## config.mk

```make
export PLATFORM = sky130hd
export DESIGN_NAME = scan_fetch_seq
export DESIGN_NICKNAME = d
export VERILOG_FILES = /design/src/rtl/scan_fetch_pkg.sv /design/src/rtl/sf_window_regs.sv /design/src/rtl/sf_burst_gen.sv /design/src/rtl/sf_fifo_watch.sv /design/src/rtl/scan_fetch_seq.sv
export SDC_FILE = /design/constraint.sdc
export NUM_CORES = 1
export LEC_CHECK = 0
export BUFFER_PORTS_ARGS = -buffer_cell sky130_fd_sc_hd__clkbuf_2
export CAP_MARGIN = 20
export CORE_UTILIZATION = 45
export CTS_BUF_LIST = sky130_fd_sc_hd__clkbuf_2 sky130_fd_sc_hd__clkbuf_4 sky130_fd_sc_hd__clkbuf_8
export DETAILED_ROUTE_END_ITERATION = 16
export PLACE_DENSITY_LB_ADDON = 0.05
export SKIP_CTS_REPAIR_TIMING = 1
export SLEW_MARGIN = 5
export SYNTH_ARGS = -nofsm -noshare
export SYNTH_HDL_FRONTEND = slang
export SYNTH_SLANG_ARGS = --single-unit
```

## constraint.sdc

```tcl
create_clock -name clk -period 17.7 [get_ports clk]
set_clock_uncertainty 0.1 [all_clocks]
set_input_delay 1.77 -clock clk [delete_from_list [all_inputs] [get_ports clk]]
set_output_delay 1.77 -clock clk [all_outputs]
set_load 0.02 [all_outputs]
```

## src/rtl/scan_fetch_pkg.sv

```systemverilog
package scan_fetch_pkg;

    localparam int SF_ADDR_W = 32;
    localparam int SF_LEN_W  = 5;

    typedef enum logic [1:0] {
        SF_IDLE,
        SF_DATA,
        SF_TABLE,
        SF_PARK
    } sf_state_e;

    // Upper half is the inclusive last byte, lower half the first byte.
    typedef struct packed {
        logic [SF_ADDR_W-1:0] last_b;
        logic [SF_ADDR_W-1:0] first_b;
    } sf_window_t;

    typedef struct packed {
        logic                ok;
        logic [SF_LEN_W-1:0] words;
    } sf_burst_t;

    function automatic sf_burst_t sf_decode_burst(input logic [2:0] code);
        sf_burst_t b;
        b.ok = 1'b1;
        case (code)
            3'd0:    b.words = SF_LEN_W'(1);
            3'd1:    b.words = SF_LEN_W'(2);
            3'd2:    b.words = SF_LEN_W'(4);
            3'd3:    b.words = SF_LEN_W'(8);
            3'd4:    b.words = SF_LEN_W'(16);
            default: begin
                b.ok    = 1'b0;
                b.words = '0;
            end
        endcase
        return b;
    endfunction

endpackage

```

## src/rtl/sf_window_regs.sv

```systemverilog
module sf_window_regs
    import scan_fetch_pkg::*;
(
    input  logic       clk,
    input  logic       rst,
    input  logic       wr_en,
    input  sf_window_t wr_pair,
    input  logic       take,
    output sf_window_t shadow,
    output sf_window_t live
);

    always_ff @(posedge clk) begin
        if (rst) begin
            shadow <= '0;
            live   <= '0;
        end else begin
            if (wr_en)
                shadow <= wr_pair;
            if (take)
                live <= shadow;
        end
    end

endmodule

```

## src/rtl/sf_burst_gen.sv

```systemverilog
module sf_burst_gen
    import scan_fetch_pkg::*;
#(
    parameter int FIFO_DEPTH = 32,
    parameter int LVL_W      = 6,
    parameter int TABLE_B    = 32,
    parameter int WORD_B     = 4
) (
    input  logic                 clk,
    input  logic                 rst,
    input  logic                 run_en,
    input  logic                 table_sel,
    input  sf_burst_t            burst,
    input  logic [LVL_W-1:0]     fifo_level,
    input  sf_window_t           shadow,
    input  sf_window_t           live,
    input  logic                 req_ready,
    output logic                 req_valid,
    output logic [SF_ADDR_W-1:0] req_addr,
    output logic [SF_LEN_W-1:0]  req_len,
    output logic                 take_window,
    output logic                 ev_end,
    output logic                 ev_table,
    output logic                 ev_stop,
    output logic                 busy
);

    localparam int WB_SH  = $clog2(WORD_B);
    localparam int ROOM_W = LVL_W + 1;

    sf_state_e            state_q;
    logic [SF_ADDR_W-1:0] addr_q;
    logic [SF_LEN_W-1:0]  blen_q;
    logic                 last_q;

    logic [SF_ADDR_W-1:0] stop_b;
    logic [SF_ADDR_W-1:0] rem_words;
    logic                 is_last;
    logic [SF_LEN_W-1:0]  cur_len;
    logic [ROOM_W-1:0]    room;
    logic                 fits;
    logic                 start;
    logic                 accept;
    logic                 fetching;

    always_comb begin
        stop_b    = (state_q == SF_TABLE) ? live.first_b + SF_ADDR_W'(TABLE_B - 1)
                                          : live.last_b;
        rem_words = ((stop_b - addr_q) >> WB_SH) + SF_ADDR_W'(1);
        is_last   = rem_words <= SF_ADDR_W'(blen_q);
        cur_len   = is_last ? rem_words[SF_LEN_W-1:0] : blen_q;
        room      = ROOM_W'(FIFO_DEPTH) - ROOM_W'(fifo_level);
        fits      = room >= ROOM_W'(cur_len);
        fetching  = (state_q == SF_DATA) || (state_q == SF_TABLE);
        start     = (state_q == SF_IDLE) && run_en && burst.ok;
        accept    = req_valid && req_ready;
        take_window = start ||
                      (accept && last_q && (state_q == SF_DATA) && run_en);
    end

    assign busy = (state_q != SF_IDLE);

    always_ff @(posedge clk) begin
        if (rst) begin
            state_q   <= SF_IDLE;
            addr_q    <= '0;
            blen_q    <= '0;
            last_q    <= 1'b0;
            req_valid <= 1'b0;
            req_addr  <= '0;
            req_len   <= '0;
            ev_end    <= 1'b0;
            ev_table  <= 1'b0;
            ev_stop   <= 1'b0;
        end else begin
            ev_end   <= 1'b0;
            ev_table <= 1'b0;
            ev_stop  <= 1'b0;
            case (state_q)
                SF_IDLE: begin
                    if (start) begin
                        state_q <= table_sel ? SF_TABLE : SF_DATA;
                        blen_q  <= burst.words;
                        addr_q  <= shadow.first_b;
                    end
                end
                SF_PARK: begin
                    if (!run_en)
                        state_q <= SF_IDLE;
                end
                default: begin
                    if (fetching && !req_valid && fits) begin
                        req_valid <= 1'b1;
                        req_addr  <= addr_q;
                        req_len   <= cur_len;
                        last_q    <= is_last;
                        addr_q    <= addr_q + (SF_ADDR_W'(cur_len) << WB_SH);
                    end
                    if (accept) begin
                        req_valid <= 1'b0;
                        if (last_q) begin
                            if (state_q == SF_TABLE) begin
                                ev_table <= 1'b1;
                                state_q  <= SF_PARK;
                            end else begin
                                ev_end <= 1'b1;
                                if (run_en) begin
                                    addr_q <= shadow.first_b;
                                end else begin
                                    ev_stop <= 1'b1;
                                    state_q <= SF_IDLE;
                                end
                            end
                        end
                    end
                end
            endcase
        end
    end

endmodule

```

## src/rtl/sf_fifo_watch.sv

```systemverilog
module sf_fifo_watch #(
    parameter int LVL_W = 6
) (
    input  logic             clk,
    input  logic             rst,
    input  logic             busy,
    input  logic [LVL_W-1:0] fifo_level,
    input  logic [LVL_W-1:0] mark,
    input  logic             pull,
    output logic             fill_ok,
    output logic             underrun
);

    always_ff @(posedge clk) begin
        if (rst) begin
            fill_ok  <= 1'b0;
            underrun <= 1'b0;
        end else begin
            if (!busy)
                fill_ok <= 1'b0;
            else if (fifo_level >= mark)
                fill_ok <= 1'b1;
            underrun <= pull && (fifo_level == '0);
        end
    end

endmodule

```

## src/rtl/scan_fetch_seq.sv

```systemverilog
module scan_fetch_seq
    import scan_fetch_pkg::*;
#(
    parameter int FIFO_DEPTH = 32,
    parameter int LVL_W      = $clog2(FIFO_DEPTH) + 1,
    parameter int TABLE_B    = 32,
    parameter int WORD_B     = 4
) (
    input  logic                 clk,
    input  logic                 rst,
    input  logic                 win_wr,
    input  logic [63:0]          win_pair,
    input  logic                 table_mode,
    input  logic [2:0]           burst_sel,
    input  logic [LVL_W-1:0]     fill_mark,
    input  logic                 run_en,
    input  logic [LVL_W-1:0]     fifo_level,
    input  logic                 pix_pull,
    input  logic                 rd_req_ready,
    output logic                 rd_req_valid,
    output logic [SF_ADDR_W-1:0] rd_req_addr,
    output logic [SF_LEN_W-1:0]  rd_req_len,
    output logic                 ev_frame_end,
    output logic                 ev_table_done,
    output logic                 ev_stopped,
    output logic                 ev_underrun,
    output logic                 fill_ok,
    output logic                 bad_burst_cfg
);

    sf_window_t shadow_w;
    sf_window_t live_w;
    sf_burst_t  burst_w;
    logic       take_w;
    logic       busy_w;

    assign burst_w = sf_decode_burst(burst_sel);

    always_ff @(posedge clk) begin
        if (rst)
            bad_burst_cfg <= 1'b0;
        else
            bad_burst_cfg <= !burst_w.ok;
    end

    sf_window_regs u_win (
        .clk     (clk),
        .rst     (rst),
        .wr_en   (win_wr),
        .wr_pair (sf_window_t'(win_pair)),
        .take    (take_w),
        .shadow  (shadow_w),
        .live    (live_w)
    );

    sf_burst_gen #(
        .FIFO_DEPTH (FIFO_DEPTH),
        .LVL_W      (LVL_W),
        .TABLE_B    (TABLE_B),
        .WORD_B     (WORD_B)
    ) u_gen (
        .clk         (clk),
        .rst         (rst),
        .run_en      (run_en),
        .table_sel   (table_mode),
        .burst       (burst_w),
        .fifo_level  (fifo_level),
        .shadow      (shadow_w),
        .live        (live_w),
        .req_ready   (rd_req_ready),
        .req_valid   (rd_req_valid),
        .req_addr    (rd_req_addr),
        .req_len     (rd_req_len),
        .take_window (take_w),
        .ev_end      (ev_frame_end),
        .ev_table    (ev_table_done),
        .ev_stop     (ev_stopped),
        .busy        (busy_w)
    );

    sf_fifo_watch #(
        .LVL_W (LVL_W)
    ) u_watch (
        .clk        (clk),
        .rst        (rst),
        .busy       (busy_w),
        .fifo_level (fifo_level),
        .mark       (fill_mark),
        .pull       (pix_pull),
        .fill_ok    (fill_ok),
        .underrun   (ev_underrun)
    );

endmodule

```

Word level (Yosys, flattened, before mapping)
Index checks and enable logic that the tools add are counted.
{ "totals": {"inputBits": 86, "wordCells": 91, "output_inout_bits": 44, "register_bits": 212} }
{ "classes": {"n_bitwise": 5, "mux": 23, "magnitude_cmp": 3, "addsub": 5, "reduce_logical": 30, "n_eq_ne": 8} }
{ "op_table": {"columns": ["operator", "n"], "rows": [
  ["2-to-1 mux 32 bit", 7],
  ["one-hot mux 32 bit (2 select lines)", 1],
  ["adder 32 x 5 -> 32 bit (second input constant)", 1],
  ["adder 32 x 7 -> 32 bit", 1],
  ["<= comparator 32 x 5 -> 1 bit", 1],
  ["subtractor 32 bit", 1],
  ["adder 30 x 1 -> 31 bit (second input constant)", 1],
  ["one-hot mux 5 bit (5 select lines)", 1],
  ["2-to-1 mux 2 bit", 6],
  ["OR reduction 5 bit", 2],
  ["logical AND 1 bit", 9],
  ["AND reduction 2 bit", 4],
  ["greater-or-equal comparator 7 x 5 -> 1 bit", 1],
  ["subtractor 6 x 6 -> 7 bit (first input constant)", 1],
  ["== test 3 x 2 -> 1 bit (second input constant)", 2],
  ["greater-or-equal comparator 6 bit", 1],
  ["logical NOT 6 bit", 1],
  ["2-to-1 mux 1 bit", 6],
  ["nonzero test 3 bit", 2],
  ["OR reduction 6 bit", 1],
  ["2-to-1 mux 5 bit", 1],
  ["inverter 1 bit", 5],
  ["== test 2 bit (second input constant)", 2],
  ["one-hot mux 2 bit (2 select lines)", 1],
  ["11 further kinds", 15]
]} }

Depth between registers and ports, before layout
Gate-level depths: netlist (run 1).
{ "logic_depth": {"depth_word": 14, "ltp_mapped": 40, "depth_no_buf": 39} }

Cells and area by module
A second synthesis (run 1) with hierarchy kept.
{ "unflattened": {"hier_cells": 1612, "hier_area_um2": 13046.3} }
{ "by_module_without_submodules": {"columns": ["module", "seq_area_each_um2", "n_inst", "area_per_inst_um2", "cells_per_inst"], "rows": [
  ["sf_burst_gen", 1621.6, 1, 8179.1, 1167],
  ["sf_window_regs", 2562.5, 1, 4586.9, 412],
  ["sf_fifo_watch", 40.0, 1, 215.2, 25],
  ["scan_fetch_seq", 20.0, 1, 65.1, 8]
]} }

Least setup slack after synthesis (run 1)
Ideal clock, no wire load.
{ "synth_path": {"path_type": "reg2reg", "start": "reg u_gen.state_q[0]", "end": "reg u_gen.addr_q[30]", "arrival_ns": 7.408, "path_stages_with_launch": 39, "synth_period_minus_slack_ns": 7.603, "path_buffers": 3, "t_required_ns": 17.505, "slack_ns": 10.097, "setup_ns": 0.095, "cell_sequence": "dfxtp_1 -> inv_1 -> ha_1 -> clkbuf_1 -> clkbuf_1 -> nor2_1 -> a21oi_1 -> ha_1 -> o21ai_2 -> a31oi_4 -> nor2_1 -> xnor2_1 -> ha_1 -> nand2_1 -> or4_4 -> a311oi_4 -> xor2_1 -> ha_1 -> (+3 left out) -> nor4_1 -> and4_1 -> nand3_2 -> buf_6 -> mux2i_1 -> ha_1 -> inv_1 -> fa_1 -> nor2b_1 -> o21ai_0 -> nand2b_1 -> a21o_1 -> nand3_1 -> nor4_1 -> and3_1 -> and3_1 -> o21ai_0 -> a221oi_1"} }
{ "synth_between": {"elab_chain_len": 14, "elab_cells_between_ends": 25, "classes_between": "add/sub (3); order compare (2); eq/ne (4); mux (8); bitwise (1); reduce/logical (7)"} }
{ "synth_rtl": {"columns": ["item", "line", "text"], "rows": [
  ["start, declared", "sf_burst_gen.sv:31", "sf_state_e state_q;"],
  ["start signal, assigned", "sf_burst_gen.sv:82", "state_q <= table_sel ? SF_TABLE : SF_DATA;"],
  ["== test 2 bit (*)", "sf_burst_gen.sv:47", "stop_b = (state_q == SF_TABLE) ? live.first_b + SF_ADDR_W'(TABLE_B - 1)"],
  ["2-to-1 mux 32 bit (*)", "sf_burst_gen.sv:47", null],
  ["subtractor 32 bit (*)", "sf_burst_gen.sv:49", "rem_words = ((stop_b - addr_q) >> WB_SH) + SF_ADDR_W'(1);"],
  ["adder 30 x 1 -> 31 bit (*)", "sf_burst_gen.sv:49", null],
  ["<= comparator 32 x 5 -> 1 bit", "sf_burst_gen.sv:50", "is_last = rem_words <= SF_ADDR_W'(blen_q);"],
  ["2-to-1 mux 5 bit (*)", "sf_burst_gen.sv:51", "cur_len = is_last ? rem_words[SF_LEN_W-1:0] : blen_q;"],
  ["via u_gen.cur_len[0]", "sf_burst_gen.sv:39", "logic [SF_LEN_W-1:0] cur_len;"],
  ["branches (longest 2 deep; another with adder 32 x 7 -> 32 bit)", null, null],
  ["2-to-1 mux 32 bit (*)", "sf_burst_gen.sv:92", "if (fetching && !req_valid && fits) begin"],
  ["2-to-1 mux 32 bit", "sf_burst_gen.sv:107", "if (run_en) begin"],
  ["2-to-1 mux 32 bit", "sf_burst_gen.sv:102", "if (state_q == SF_TABLE) begin"],
  ["2-to-1 mux 32 bit", "sf_burst_gen.sv:101", "if (last_q) begin"],
  ["2-to-1 mux 32 bit (*)", "sf_burst_gen.sv:99", "if (accept) begin"],
  ["one-hot mux 32 bit (2 select lines) (*)", "sf_burst_gen.sv:79", "case (state_q)"],
  ["end signal, assigned", "sf_burst_gen.sv:84", "addr_q <= shadow.first_b;"],
  ["end signal, assigned", "sf_burst_gen.sv:97", "addr_q <= addr_q + (SF_ADDR_W'(cur_len) << WB_SH);"],
  ["end signal, assigned", "sf_burst_gen.sv:108", "addr_q <= shadow.first_b;"],
  ["end, declared", "sf_burst_gen.sv:32", "logic [SF_ADDR_W-1:0] addr_q;"]
]} }
Mark *: on every way through the listed nets, which the timed path passes.
A chain may end at the register's enable or synchronous reset.

Final worst setup path (run 1)
Ends and elaborated chain as after synthesis.

==> results.sh, run 1 <==
export IMPL_synth_cell_types=82
export IMPL_final_antenna_net_count=0
export IMPL_fin_ws_ns=8.927
export IMPL_synthToLayoutAreaGrowth_pct=13.03
export IMPL_h_tree_depth=2
export IMPL_design_area_um2=14130
export IMPL_gp_congestion=0.9114
export IMPL_seq_area_frac_synth_pct=33.96
export IMPL_grt_overflow=0
export IMPL_rsz0062_at_grt="false"
export IMPL_total_power_mw=3.115
export IMPL_route_detailed_drc=0
export IMPL_yosysTopAreaCellShare_pct=33.96
export IMPL_slew_violations=0
export IMPL_final_cells=2126
export IMPL_die_w_um=168.7
export IMPL_finalSetupTns_ns=0
export IMPL_ys_seq_elements=212
export IMPL_nets=1872
export IMPL_peakVddDrop_mv=0.1085
export IMPL_diodes=0
export IMPL_grt_pass1_wl_um=58310
export IMPL_startpoint_type="flop"
export IMPL_worstHoldStart="u_gen.req_addr[12]"
export IMPL_min_period_ns=8.773
export IMPL_synthArstFlopShare_pct=0
export IMPL_wirelength_um=36170
export IMPL_cpMostUsedCell="ha_1"
export IMPL_syn_area_per_cell_um2=7.616
export IMPL_slew_headroom_pct=29.81
export IMPL_synth_area_top_cells="dfxtp_1 34%, a21oi_1 8.1%, nand2_1 8.1%"
export IMPL_clock_path_buffers=3
export IMPL_fp_coreArea_um2=27100
export IMPL_cts_tree="built"
export IMPL_post_route_cells_drive_above_1_share_pct=13.80
export IMPL_initial_core_util_pct=46.12
export IMPL_synth_edf_count=0
export IMPL_critPathKind="flop to flop"
export IMPL_grt_max_degree=122
export IMPL_ys_warn_count=0
export IMPL_cts_buffers=37
export IMPL_yosysMostFrequentCell="nand2_1"
export IMPL_path_clk_slew_ns=0.06
export IMPL_drt_iter0_drc=925
export IMPL_dr_pass1_iters=5
export IMPL_slowest_stage="nor4_1"
export IMPL_worstSetupEndpointType="flop"
export IMPL_worstSkewPairLatency_ns=0.55
export IMPL_met2_wirelength_um=14930
export IMPL_fmax_ghz=0.1140
export IMPL_maxCapViolCount=0
export IMPL_synth_top_area_cell="dfxtp_1"
export IMPL_antenna_found_initial=0
export IMPL_status="complete, no violations"
export IMPL_cts_root_buf="clkbuf_8"
export IMPL_clock_sinks=212
export IMPL_yosys_most_used_dff="dfxtp_1"
export IMPL_met3_wirelength_um=1859
export IMPL_synth_common_cells="269 x nand2_1, 212 x dfxtp_1, 202 x a21oi_1"
export IMPL_syn_inst=1641
export IMPL_hold_viol=0
export IMPL_powerDensity_nw_per_um2=220.5
export IMPL_cp_required_ns=17.96
export IMPL_finalSetupViolations=0
export IMPL_cp_slowest_stage_delay_ns=0.54
export IMPL_whs_ns=0.3491
export IMPL_dpl_cell_area_um2=13350
export IMPL_place_hpwl_um=26330
export IMPL_fillers=2759
export IMPL_core_rowCount=60
export IMPL_rrSetupSlack_ns=8.93
export IMPL_r2r_start="u_gen.state_q[0]"
export IMPL_wl_per_cell_um=17.01
export IMPL_routed_top_layer="met4"
export IMPL_syn_nets=1786
export IMPL_num_io_pins=130
export IMPL_crit_start="u_gen.state_q[0]"
export IMPL_finalCritPeriodShare_pct=49.57
export IMPL_numPortBuffers=129
export IMPL_grt_pass1_vias=10660
export IMPL_vias_per_cell=5.505
export IMPL_critPathArrivalTime_ns=9.04
export IMPL_tightest_slew_ns=1.053
export IMPL_met1_length_um=18900
export IMPL_grt_total_usage_pct=25.39
export IMPL_vias=11700
export IMPL_dieArea_um2=28440
export IMPL_leakage_nw=5.723
export IMPL_die_height_um=168.7
export IMPL_place_inst=2060
export IMPL_syn_area_um2=12500
export IMPL_fin_util_pct=52.13
export IMPL_place_ws_ns=9.004
export IMPL_cp_max_fo=14
export IMPL_hold_class="flop to flop"
-- per-layer routing --
layer / GRT usage, % / vias up
li1: - / 5954
met1: 39.93 / 5421
met2: 36.37 / 288
met3: 3.086 / 40
met4: 5.375 / 0
met5: 0 / -
-- area by class of cell --
type	count	area, um^2	share of cell area (%)
Multi-Input combinational cell	1276	7682	54.38
Sequential cell	212	4244	30.04
Clock buffer	62	747.0	5.287
Timing Repair Buffer	139	729.5	5.163
Tap cell	372	465.4	3.295
Inverter	61	229.0	1.621
Clock inverter	4	30.03	0.2126
-- logic make-up after synthesis --
logic type               after synthesis  share of synthesized area [%]
XOR/XNOR                              61                          4.275
AO/OA/AOI/OAI                        427                          20.88
AND/OR/NAND/NOR                      653                          24.04
flip-flops                           212                          33.96
adder cells (fa/ha/maj)               59                          5.967
buffers and inverters                153                          4.675
multiplexers                          76                          6.207
-- sequential cells by signal, indices dropped and copies added (netlist names) --
name and flops:
u_gen.blen_q 5, u_win.live 64, u_gen.ev_stop 1, u_gen.req_addr 32, bad_burst_cfg 1, u_watch.fill_ok 1
u_gen.req_len 5, u_gen.req_valid 1, u_gen.state_q 2, u_watch.underrun 1, u_gen.addr_q 32, u_gen.last_q 1
u_win.shadow 64, u_gen.ev_end 1, u_gen.ev_table 1
-- worst max-delay path: cells and delay by family, from the launching register on --
kind	cells	cell delay (ns)
multiplexers	1	0.39
buffers and inverters	2	0.18
XOR/XNOR	2	0.48
AND/OR/NAND/NOR	15	3.48
AO/OA/AOI/OAI	10	1.75
adder cells (fa/ha/maj)	6	1.85
flip-flops	1	0.36
-- cells in the final DEF, fill, tap and decap left out, drive strengths merged, types with 12 or more instances in the layout --
master	n
clkbuf	189
a21oi	203
o21ai	70
mux2i	70
dfxtp	212
ha	58
nand4	20
xor2	28
xnor2	33
a211oi	18
nand2b	14
and3	21
nand3	36
nor2b	15
o22ai	14
nor4	13
a21o	18
a31oi	16
nor3	29
buf	12
nor2	182
nand2	269
inv	63
-- path summary, 6_finish.rpt --
check                             to  cells after the start
hold / removal    u_gen.req_addr[12]                      2
hold reg to reg   u_gen.req_addr[12]                      2
setup reg to reg    u_gen.addr_q[30]                     36
setup / recovery    u_gen.addr_q[30]                     36
-- where the power goes --
group          leakage (nW)  internal (mW)  switching [mW]
clock                 0.420          0.267           0.205
sequential             1.73          0.527          0.0539
combinational          3.57          0.730            1.33
total                  5.72           1.52            1.59
Power figures use the tool's default switching activity.
==> run 2, diff against run 1 <==
ABC_AREA = 1   (was not set)
clock period = 8.3 ns   (was 17.7 ns; I/O delays follow)
==> results.sh, run 2 <==
export IMPL_worstSetupEndpointType="flop"
export IMPL_syn_area_um2=13320
export IMPL_finalCritPeriodShare_pct=94.64
export IMPL_cp_max_fo=18
export IMPL_syn_nets=2235
export IMPL_synth_xor_area_share_pct=2.359
export IMPL_min_path_cells=2
export IMPL_synth_edf_count=0
export IMPL_finalSetupViolations=0
export IMPL_grt_overflow=0
export IMPL_worstSkewPairLatency_ns=0.54
export IMPL_status="complete, no violations"
export IMPL_slowest_stage="o21ai_0"
export IMPL_wl_per_cell_um=17.23
export IMPL_final_antenna_net_count=0
export IMPL_seq_area_frac_synth_pct=31.87
export IMPL_design_area_um2=15300
export IMPL_critPathKind="flop to flop"
export IMPL_fmax_ghz=0.1273
export IMPL_r2r_worst_path_cells=51
export IMPL_syn_inst=2090
export IMPL_slew_headroom_pct=32.15
export IMPL_fillers=3035
export IMPL_synth_simple_area_share_pct=31.69
export IMPL_rrSetupSlack_ns=0.44
export IMPL_yosys_most_used_dff="dfxtp_1"
export IMPL_synthToLayoutAreaGrowth_pct=14.92
export IMPL_multi_input_area_um2=7915
export IMPL_vias_per_cell=5.220
export IMPL_crit_end="u_gen.addr_q[27]"
export IMPL_timing_rr_end="u_gen.addr_q[27]"
export IMPL_ys_seq_elements=212
export IMPL_nets=2353
export IMPL_slew_violations=0
export IMPL_dr_pass1_iters=5
export IMPL_die_height_um=174.0
export IMPL_h_tree_depth=2
export IMPL_cts_buffers=38
export IMPL_diodes=0
export IMPL_vias=13660
export IMPL_antenna_found_initial=1
export IMPL_final_cell_mix="416 x nand2_1, 309 x nor2_1, 258 x inv_1"
export IMPL_fp_coreArea_um2=28940
export IMPL_cpMostUsedCell="nand2_1"
export IMPL_crit_start="u_gen.state_q[0]"
export IMPL_fin_util_pct=52.88
export IMPL_place_hpwl_um=35620
export IMPL_cts_root_buf="clkbuf_8"
export IMPL_dpl_cell_area_um2=14330
export IMPL_synth_fa_ha_area_share_pct=5.600
export IMPL_post_route_cells_drive_above_1_share_pct=14.46
export IMPL_dieArea_um2=30280
export IMPL_seq_area_um2=4244
export IMPL_route_detailed_drc=0
export IMPL_r2r_start="u_gen.state_q[0]"
export IMPL_ys_warn_count=0
export IMPL_initial_core_util_pct=46.02
export IMPL_critPathArrivalTime_ns=8.22
export IMPL_maxCapViolCount=0
export IMPL_hold_viol=0
export IMPL_yosysTopAreaCellShare_pct=31.87
export IMPL_synthArstFlopShare_pct=0
export IMPL_muxShareOfSynthArea_pct=0
export IMPL_synth_compound_area_share_pct=18.66
export IMPL_drt_iter0_drc=1047
export IMPL_grt_max_degree=100
export IMPL_min_period_ns=7.855
export IMPL_core_rowCount=62
export IMPL_synth_area_top_cells="dfxtp_1 32%, nand2_1 12%, nor2_1 9.0%"
export IMPL_die_w_um=174.0
export IMPL_synth_top_area_cell="dfxtp_1"
export IMPL_num_io_pins=130
export IMPL_top_regs="u_win.live: 64 flops, u_win.shadow: 64 flops"
export IMPL_clock_sinks=212
export IMPL_yosysMostFrequentCell="nand2_1"
export IMPL_cp_slowest_stage_delay_ns=0.60
export IMPL_startpoint_type="flop"
export IMPL_cp_required_ns=8.67
export IMPL_synth_top_family_by_area="simple AND/OR/NAND/NOR gates"
export IMPL_synth_common_cells="420 x nand2_1, 320 x nor2_1, 262 x inv_1"
export IMPL_layout_commonest_cell="nand2_1"
export IMPL_numPortBuffers=129
export IMPL_cts_tree="built"
export IMPL_grt_pass1_vias=12810
export IMPL_grt_pass1_wl_um=69790
export IMPL_grt_total_usage_pct=29.54
export IMPL_synth_cell_types=47
export IMPL_syn_area_per_cell_um2=6.371
export IMPL_wirelength_um=45080
export IMPL_gp_congestion=0.9204
export IMPL_hold_class="flop to flop"
export IMPL_clock_path_buffers=3
export IMPL_path_clk_slew_ns=0.06
export IMPL_tightest_slew_ns=1.017
[run 2: worst max-delay path, delay by kind of cell, from the launching register on]
family / cells / cell delay, ns
fa+ha+maj: 4 / 1.41
buf+inv: 15 / 1.61
simple gates: 24 / 2.92
compound gates: 8 / 1.38
flops: 1 / 0.36
[run 2: stage by stage]
| stage | hold slack, ns | setup TNS, ns | setup WS, ns | std cells |
|---|---|---|---|---|
| CTS | 0.3632 | 0 | 0.2357 | 2612 |
| detailed placement | 0.3540 | 0 | 0.2390 | 2547 |
| global placement | 0.3556 | 0 | 0.4613 | 2547 |
| global route | 0.4028 | -0.3128 | -0.08796 | 2617 |
| floorplan | 0.3441 | 0 | 1.465 | 2090 |
| finish | 0.3646 | 0 | 0.4445 | 2617 |
[run 2: cells by family after synthesis]
| logic type | Yosys count |
|---|---|
| AND/OR/NAND/NOR | 976 |
| AO/OA/AOI/OAI | 462 |
| buffers and inverters | 346 |
| flip-flops | 212 |
| adder cells (fa/ha/maj) | 59 |
| XOR/XNOR | 35 |
[run 2: area by class of cell]
cell class | instances | share of cell area [%]
Tap cell | 384 | 3.140
Clock buffer | 58 | 4.644
Clock inverter | 7 | 0.6296
Sequential cell | 212 | 27.74
Inverter | 268 | 6.582
Timing Repair Buffer | 156 | 5.544
Multi-Input combinational cell | 1532 | 51.73
[run 2: layer usage]
metal / up-vias / part of all wire (%) / global-route usage [%]
met1: 6163 / 47 / 39.95
li1: 7055 / - / -
met3: 68 / 5.6 / 4.309
met5: - / 0.033 / 0
met4: 2 / 3.5 / 10.67
met2: 373 / 44 / 47.65
[run 2: worst min path at each step]
stage,startpoint,endpoint,slack (ns)
after floorplan,u_win.shadow[21],u_win.live[21],0.34
after CTS,u_gen.req_addr[7],u_gen.req_addr[7],0.36
after global placement,u_gen.req_addr[7],u_gen.req_addr[7],0.36
after detailed placement,u_gen.req_addr[7],u_gen.req_addr[7],0.35
after global routing,u_gen.addr_q[22],u_gen.addr_q[22],0.40
final,u_gen.addr_q[22],u_gen.addr_q[22],0.36
Power of run 2 is left out: the tool's default activity adds up to more than one toggle a clock period on the data nets, which glitch-free logic cannot reach.
